<file path="src/rtl/tick_pkg.sv">
package tick_pkg;

    // Operating mode held in the two top bits of the control word
    typedef enum logic [1:0] {
        TM_OFF     = 2'd0,
        TM_RESTART = 2'd1,
        TM_PAUSE   = 2'd2,
        TM_FREE    = 2'd3
    } tt_mode_e;

    // Run/halt state of the counter
    typedef enum logic {
        TS_RUN  = 1'b0,
        TS_HALT = 1'b1
    } tt_state_e;

    // What the count register does in a cycle without a software write
    typedef enum logic [1:0] {
        CA_HOLD  = 2'd0,
        CA_INC   = 2'd1,
        CA_CLEAR = 2'd2
    } cnt_act_e;

    localparam logic SEL_CNT  = 1'b0;
    localparam logic SEL_CTRL = 1'b1;

endpackage

</file>
<file path="src/rtl/tick_match.sv">
module tick_match #(
    parameter int unsigned CNT_W = 32,
    parameter int unsigned PER_W = 28
) (
    input  logic [CNT_W-1:0] cnt,
    input  logic [PER_W-1:0] period,
    output logic             hit
);
    // Only the low PER_W bits of the count take part in the compare
    assign hit = (cnt[PER_W-1:0] == period);
endmodule

</file>
<file path="src/rtl/tick_ctrl.sv">
module tick_ctrl
    import tick_pkg::*;
(
    input  logic      clk,
    input  logic      rst_n,
    input  tt_mode_e  mode,
    input  logic      hit,
    input  logic      cnt_wr,
    output cnt_act_e  act,
    output logic      match_ev,
    output logic      halted
);
    tt_state_e state_q, state_d;

    // Next-state logic
    always_comb begin
        state_d = state_q;
        unique case (state_q)
            TS_RUN: begin
                if (cnt_wr)
                    state_d = TS_RUN;
                else if (hit && (mode == TM_PAUSE))
                    state_d = TS_HALT;
            end
            TS_HALT: begin
                if (cnt_wr)
                    state_d = TS_RUN;
            end
        endcase
    end

    // State register
    always_ff @(posedge clk or negedge rst_n) begin
        if (!rst_n)
            state_q <= TS_RUN;
        else
            state_q <= state_d;
    end

    // Output decode
    always_comb begin
        act      = CA_HOLD;
        match_ev = 1'b0;
        if ((state_q == TS_RUN) && (mode != TM_OFF)) begin
            match_ev = hit;
            unique case (mode)
                TM_OFF:     act = CA_HOLD;
                TM_RESTART: act = hit ? CA_CLEAR : CA_INC;
                TM_PAUSE:   act = hit ? CA_HOLD  : CA_INC;
                TM_FREE:    act = CA_INC;
            endcase
        end
    end

    assign halted = (state_q == TS_HALT);
endmodule

</file>
<file path="src/rtl/tick_regs.sv">
module tick_regs
    import tick_pkg::*;
#(
    parameter int unsigned CNT_W = 32
) (
    input  logic             clk,
    input  logic             rst_n,
    input  logic             wr_cnt,
    input  logic             wr_ctrl,
    input  logic [CNT_W-1:0] wdata,
    input  cnt_act_e         act,
    input  logic             match_ev,
    output logic [CNT_W-1:0] cnt_q,
    output logic [CNT_W-1:0] ctrl_q
);
    localparam int unsigned IE_BIT = CNT_W - 3;
    localparam int unsigned IP_BIT = CNT_W - 4;

    // Count word: software write first, then the hardware action
    always_ff @(posedge clk or negedge rst_n) begin
        if (!rst_n)
            cnt_q <= '0;
        else if (wr_cnt)
            cnt_q <= wdata;
        else begin
            unique case (act)
                CA_INC:   cnt_q <= cnt_q + CNT_W'(1);
                CA_CLEAR: cnt_q <= '0;
                default:  cnt_q <= cnt_q;
            endcase
        end
    end

    // Control word: software write wins over the sticky pending set
    always_ff @(posedge clk or negedge rst_n) begin
        if (!rst_n)
            ctrl_q <= '0;
        else if (wr_ctrl)
            ctrl_q <= wdata;
        else if (match_ev && ctrl_q[IE_BIT])
            ctrl_q[IP_BIT] <= 1'b1;
    end
endmodule

</file>
<file path="src/rtl/tick_timer.sv">
module tick_timer
    import tick_pkg::*;
#(
    parameter int unsigned CNT_W = 32
) (
    input  logic             clk,
    input  logic             rst_n,
    input  logic             reg_sel,
    input  logic             reg_we,
    input  logic [CNT_W-1:0] reg_wdata,
    output logic [CNT_W-1:0] reg_rdata,
    input  logic             tee_i,
    output logic             irq_o
);
    localparam int unsigned PER_W  = CNT_W - 4;
    localparam int unsigned IP_BIT = CNT_W - 4;

    logic [CNT_W-1:0] cnt_q;
    logic [CNT_W-1:0] ctrl_q;
    logic             hit;
    logic             halted;
    logic             match_ev;
    logic             wr_cnt;
    logic             wr_ctrl;
    cnt_act_e         act;
    tt_mode_e         mode;

    assign wr_cnt  = reg_we && (reg_sel == SEL_CNT);
    assign wr_ctrl = reg_we && (reg_sel == SEL_CTRL);
    assign mode    = tt_mode_e'(ctrl_q[CNT_W-1:CNT_W-2]);

    tick_match #(.CNT_W(CNT_W), .PER_W(PER_W)) u_match (
        .cnt    (cnt_q),
        .period (ctrl_q[PER_W-1:0]),
        .hit    (hit)
    );

    tick_ctrl u_ctrl (
        .clk      (clk),
        .rst_n    (rst_n),
        .mode     (mode),
        .hit      (hit),
        .cnt_wr   (wr_cnt),
        .act      (act),
        .match_ev (match_ev),
        .halted   (halted)
    );

    tick_regs #(.CNT_W(CNT_W)) u_regs (
        .clk      (clk),
        .rst_n    (rst_n),
        .wr_cnt   (wr_cnt),
        .wr_ctrl  (wr_ctrl),
        .wdata    (reg_wdata),
        .act      (act),
        .match_ev (match_ev),
        .cnt_q    (cnt_q),
        .ctrl_q   (ctrl_q)
    );

    assign reg_rdata = (reg_sel == SEL_CTRL) ? ctrl_q : cnt_q;
    assign irq_o     = ctrl_q[IP_BIT] & tee_i;
endmodule

</file>
<file path="config.mk">
export PLATFORM = sky130hd
export DESIGN_NAME = tick_timer
export DESIGN_NICKNAME = d
export VERILOG_FILES = /design/src/rtl/tick_pkg.sv /design/src/rtl/tick_match.sv /design/src/rtl/tick_ctrl.sv /design/src/rtl/tick_regs.sv /design/src/rtl/tick_timer.sv
export SDC_FILE = /design/constraint.sdc
export NUM_CORES = 1
export LEC_CHECK = 0
export ABC_AREA = 1
export BUFFER_PORTS_ARGS = -buffer_cell sky130_fd_sc_hd__buf_2
export CORE_MARGIN = 2
export CORE_UTILIZATION = 30
export DETAILED_ROUTE_END_ITERATION = 10
export PLACE_DENSITY_LB_ADDON = 0.3
export SLEW_MARGIN = 5
export SYNTH_ARGS = -nofsm -noshare
export SYNTH_HDL_FRONTEND = slang
export SYNTH_SLANG_ARGS = --single-unit
</file>
<file path="constraint.sdc">
create_clock -name clk -period 3.39 [get_ports clk]
set_input_delay 0.1695 -clock clk [delete_from_list [all_inputs] [get_ports clk]]
set_output_delay 0.1695 -clock clk [all_outputs]
set_load 0.02 [all_outputs]
</file>
Yosys cells after proc, flatten, opt, wreduce, memory -nomap -nowiden
Index checks and enable logic that the tools add are counted.
{"block": "word_totals", "out_inout_bits": 33, "input_bits": 37, "regBits": 65, "elab_cells": 37}
{"block": "classes", "n_reduce_logical": 9, "bitwise_logic": 3, "n_eq_ne": 6, "n_mux": 14, "addsub": 1}
{"cell": "two-way mux 32 bit", "count": 2}
{"cell": "one-hot mux 32 bit (2 select lines)", "count": 1}
{"cell": "adder 32 x 1 -> 32 bit, second input constant", "count": 1}
{"cell": "equality test 28 bit", "count": 1}
{"cell": "one-hot mux 2 bit (4 select lines)", "count": 1}
{"cell": "two-way mux 1 bit", "count": 7}
{"cell": "equality test 2 bit, second input constant", "count": 3}
{"cell": "logical AND 1 bit", "count": 5}
{"cell": "equality test 2 x 1 -> 1 bit, second input constant", "count": 2}
{"cell": "two-way mux 2 bit", "count": 2}
{"cell": "nonzero test 2 bit", "count": 2}
{"cell": "nonzero test 3 bit", "count": 1}
{"cell": "zero test 2 bit", "count": 1}
{"cell": "inverter 1 bit", "count": 2}
{"cell": "one-hot mux 1 bit (2 select lines)", "count": 1}
{"cell": "AND 1 bit", "count": 1}

Depth between registers and ports, before layout
{"block": "depth", "depth_word": 7, "ltp_mapped": 15, "mapped_depth_nobuf": 14}

Cells and area by module
From an unflattened synthesis, not the netlist that was laid out.
{"block": "unflattened", "hier_cells": 776, "area_unflattened_um2": 4777.1}
{"mod": "tick_regs", "cells_per_inst": 521, "seq_area_each_um2": 1601.5, "n_inst": 1, "area_each_um2": 3648.5}
{"mod": "tick_match", "cells_per_inst": 132, "seq_area_each_um2": 0.0, "n_inst": 1, "area_each_um2": 539.3}
{"mod": "tick_timer", "cells_per_inst": 110, "seq_area_each_um2": 0.0, "n_inst": 1, "area_each_um2": 496.7}
{"mod": "tick_ctrl", "cells_per_inst": 13, "seq_area_each_um2": 25.0, "n_inst": 1, "area_each_um2": 92.6}

Least setup slack after synthesis
OpenSTA, ideal clock, no wires.
{"block": "synth_path", "path_kind": "register to register", "from": "register u_regs.cnt_q[0]", "to": "register u_regs.cnt_q[22]", "setup_slack_ns": 1.674, "required_time_ns": 3.273, "period_less_slack_ns": 1.716, "path_buffers": 0, "arrival_ns": 1.599, "setup_ns": 0.117, "path_stages_with_launch": 15, "path_cell_list": "dfrtp_1 > ha_1 > nand2_1 > nor2_2 > nand2_1 > nor2_4 > nand2_1 > nor2_2 > nand3_1 > nand2_1 > inv_1 > nand3_1 > nand2_1 > nand2_1 > nand2_1"}
{"block": "synth_via", "elab_chain_cells": 7, "word_cells_on_any_way": 11, "classes_between": "add/sub: 1; eq/ne: 3; mux: 6; reduce/logical: 1"}
{"item": "from (decl)", "line": "tick_regs.sv:13", "rtl": "output logic [CNT_W-1:0] cnt_q,"}
{"item": "from (signal assigned)", "line": "tick_regs.sv:24", "rtl": "cnt_q <= wdata;"}
{"item": "from (signal assigned)", "line": "tick_regs.sv:27", "rtl": "CA_INC: cnt_q <= cnt_q + CNT_W'(1);"}
{"item": "from (signal assigned)", "line": "tick_regs.sv:29", "rtl": "default: cnt_q <= cnt_q;"}
{"item": "equality test 28 bit", "line": "tick_match.sv:10", "rtl": "assign hit = (cnt[PER_W-1:0] == period);"}
{"item": "two-way mux 1 bit or two-way mux 2 bit (tied branches)", "line": "tick_ctrl.sv:49, tick_ctrl.sv:48"}
{"item": "one-hot mux 2 bit (4 select lines)", "line": "tick_ctrl.sv:46", "rtl": "unique case (mode)"}
{"item": "two-way mux 2 bit", "line": "tick_ctrl.sv:44", "rtl": "if ((state_q == TS_RUN) && (mode != TM_OFF)) begin"}
{"item": "equality test 2 bit or equality test 2 x 1 -> 1 bit (tied branches)", "line": "tick_regs.sv:26", "rtl": "unique case (act)"}
{"item": "one-hot mux 32 bit (2 select lines)", "line": "tick_regs.sv:26"}
{"item": "two-way mux 32 bit", "line": "tick_regs.sv:23", "rtl": "else if (wr_cnt)"}
Several ways; a longest one is shown, not always the timed one.
A chain may end at the register's enable or synchronous reset.

Worst setup path after layout
{"block": "layout_path", "from": "register u_regs.cnt_q[23]", "to": "register u_regs.cnt_q[23]"}
Same word-level chain as after synthesis.

==> flow_summary_export.csv <==
group,metric,value,unit
synth,yosysMostFrequentCell,"nand2_1",
timing,fin_setup_tns,0,ps
route,drt-total-wl,15100,µm
synth,synth_edf_count,0,
floorplan,die_w,130,µm
route,ant_nets,0,
synth,netlist_top_cells_area,"dfrtp_1 (34%), nand2_1 (28%), nand4_1 (5.6%)",
route,dr.pass1.iters,5,
route,first_iter_violations,251,
synth,synth_top_area_share,33.9,%
global_routing,overflow,0,
synth,synthesis.nets,783,
timing,setup_viol,0,
clock_network,cts_resized,0,
clock_network,cts_buffer_depth,2,
clock_network,cts_setup_buffers,0,
floorplan,initial_utilization,30.4,%
synth,avgSynthCellArea,6.44,µm²
timing,relSlewSlack,47.9,%
synth,mappedNetlistArea,4800,µm²
placement,hpwl,11100,µm
synth,async_reset_ff_share,100,%
clock_network,clock-sinks,65,
global_routing,antenna_found_initial,0,
synth,synthFlopType,"dfrtp_1",
global_routing,track_usage,18.9,%
floorplan,coreArea,15800,µm²
power_and_ir_drop,power.total,3.26,mW
timing,clock.fmax,0.434,GHz
global_routing,grt_pass1_wl,24500,µm
final_layout,fin_nets,832,
clock_network,clkLatencyLatePin,350,ps
final_layout,num-fill-cells,1782,
final_layout,final_core_util,35.1,%
synth,yosysSeqAreaShare,33.9,%
critical_path,path_cells,"xnor2_1 > nand2_1 > nor2_1 > nand2_1 > nor2_4 > nand4_4 > buf_12 > nand3_1 > nand2_1 > nand2_1 > nand2_1",
floorplan,die-area,17000,µm²
floorplan,io_pins,70,
final_layout,drive_above_1_share,13.8,%
critical_path,worst_ep_arrival_time,2540,ps
synth,synth.distinct_cells,28,
route,viasPerCell,4.66,
synth,synth-seq-cells,65,
route,drc,0,
synth,synth-xor-area-share,7.30,%
critical_path,crit_fanout,40,
clock_network,clkSlewWorstSetupHoldPaths,60,ps
synth,synth_compound_area_share,4.17,%
global_routing,grt_max_degree,59,
placement,gp_congestion,0.883,
power_and_ir_drop,power_density,589,nW/µm²
critical_path,critPathTopFamily,"simple AND/OR/NAND/NOR gates",
timing,hold_viol_final,0,
timing,fin_crit_sh,68.0,%
timing,tightest_slew,781,ps
clock_network,root_buffer,"clkbuf_16",
synth,muxShareOfSynthArea,0,%
placement,place_inst,998,
critical_path,critPathLaunchType,"flop",
global_routing,grt_pass1_vias,4549,
clock_network,cts_tree,"done",
floorplan,rows,46,
clock_network,h-tree-depth,3,
final_layout,diodes,0,
floorplan,die_h,130,µm
timing,rsz0062_at_grt,"false",
clock_network,cts_hold_buf,1,
synth,synth_top_cell_by_area,"dfrtp_1",
critical_path,cpPeakStageDelay,450,ps
power_and_ir_drop,p_leak,2.87,nW
timing,maxSlewViolCount,0,
synth,ys_top_cells_by_count,"nand2_1 (352), dfrtp_1 (65), inv_1 (53), nand3_1 (48), nand4_1 (43)",
critical_path,crit_buf_inv,1,
hold_path,hp-class,"in -> reg",
run,maxCapViolCount,0,
synth,synth_top_family_by_area,"simple AND/OR/NAND/NOR gates",
route,wl_per_cell,14.9,µm
placement,dpl-instance-area,5240,µm²
timing,period_minus_slack,2310,ps
critical_path,worstPathRequired,3620,ps
final_layout,stdcell_count,1015,
critical_path,critPathKind,"reg -> reg",
timing,clock_skew,5.23,ps
final_layout,fin_area,5530,µm²
critical_path,critPathMostFrequentCell,"nand2_1",
placement,portBuffers,69,
critical_path,crit_slowest_cell,"dfrtp_1",
final_layout,syn_to_final_growth,15.2,%
outcome,status,"completed",
clock_network,cts_buffers,9,
critical_path,endpoint_kind,"flop",
synth,synthCells,745,
synth,yosys.area_share.simple,44.1,%
synth,yosys_warnings,0,
route,num_vias,4728,
power_and_ir_drop,peakVddDrop,0.000248,V
synth,synth_fa_ha_area_share,0.261,%
state kept, by name (all words and copies together), names as in the netlist:
register / count
u_ctrl.halted: 1
u_regs.cnt_q: 32
u_regs.ctrl_q: 32
area by class of cell:
cell class / instances / area, µm² / area share (%)
Timing Repair Buffer: 81 / 450 / 8.15
Clock buffer: 14 / 264 / 4.77
Tap cell: 216 / 270 / 4.89
Sequential cell: 65 / 1630 / 29.4
Multi-Input combinational cell: 578 / 2680 / 48.5
Inverter: 59 / 221 / 4.01
Clock inverter: 2 / 12.5 / 0.226
power by group:
group	switching, mW	total, mW	internal, mW
clock	0.360	0.895	0.534
sequential	0.260	1.20	0.944
combinational	0.734	1.16	0.422
total	1.35	3.26	1.90
worst min-delay path, delay by kind of cell:
family	cells	cell delay, ps
buffers and inverters	1	90
AND/OR/NAND/NOR	2	90
kinds of logic after synthesis:
| group | after synthesis |
|---|---|
| flops | 65 |
| buf+inv | 102 |
| xor+xnor | 40 |
| fa+ha+maj | 1 |
| simple gates | 497 |
| compound gates | 40 |
metal layers:
layer / track usage (%) / share of wire [%] / vias up
met5: 0 / 0 / -
met4: 3.94 / 0.73 / 0
met3: 4.40 / 5.3 / 9
met2: 29.9 / 46 / 110
met1: 26.5 / 48 / 2170
li1: - / - / 2439
placed cells by master, fill, tap and decap left out, types with 2 or more instances in the layout:
cell and n:
inv_2 5, buf_2 69, clkbuf_1 3, xnor2_1 21, clkbuf_8 2, nor2_1 36, nand4_1 43, dfrtp_1 65
nor2_2 4, nor3_1 4, clkbuf_16 9, xor2_1 19, inv_1 53, nand2_2 2, nand2_1 351, o21ai_0 37
buf_4 10, nor2_4 3, nand3_1 48, a21oi_1 2
path summary, 6_finish.rpt:
check,startpoint,slack (ps),end,depth (start not counted)
min,reg_wdata[11],30,u_regs.ctrl_q[11],3
max in group asynchronous,rst_n,2060,u_regs.ctrl_q[14],3
min reg2reg,u_regs.ctrl_q[2],530,u_regs.ctrl_q[2],2
max,u_regs.cnt_q[23],1080,u_regs.cnt_q[23],11
max reg2reg,u_regs.cnt_q[23],1080,u_regs.cnt_q[23],11
min in group asynchronous,rst_n,440,u_regs.cnt_q[30],2
metrics by stage:
| step | worst slack (ps) | hold WS, ps |
|---|---|---|
| global route | 870 | 37.0 |
| CTS | 1070 | 20.7 |
| detailed placement | 1080 | 285 |
| finish | 1080 | 29.1 |
| floorplan | 1670 | -126 |
| global placement | 1070 | 284 |
Power figures use the tool's default switching activity.
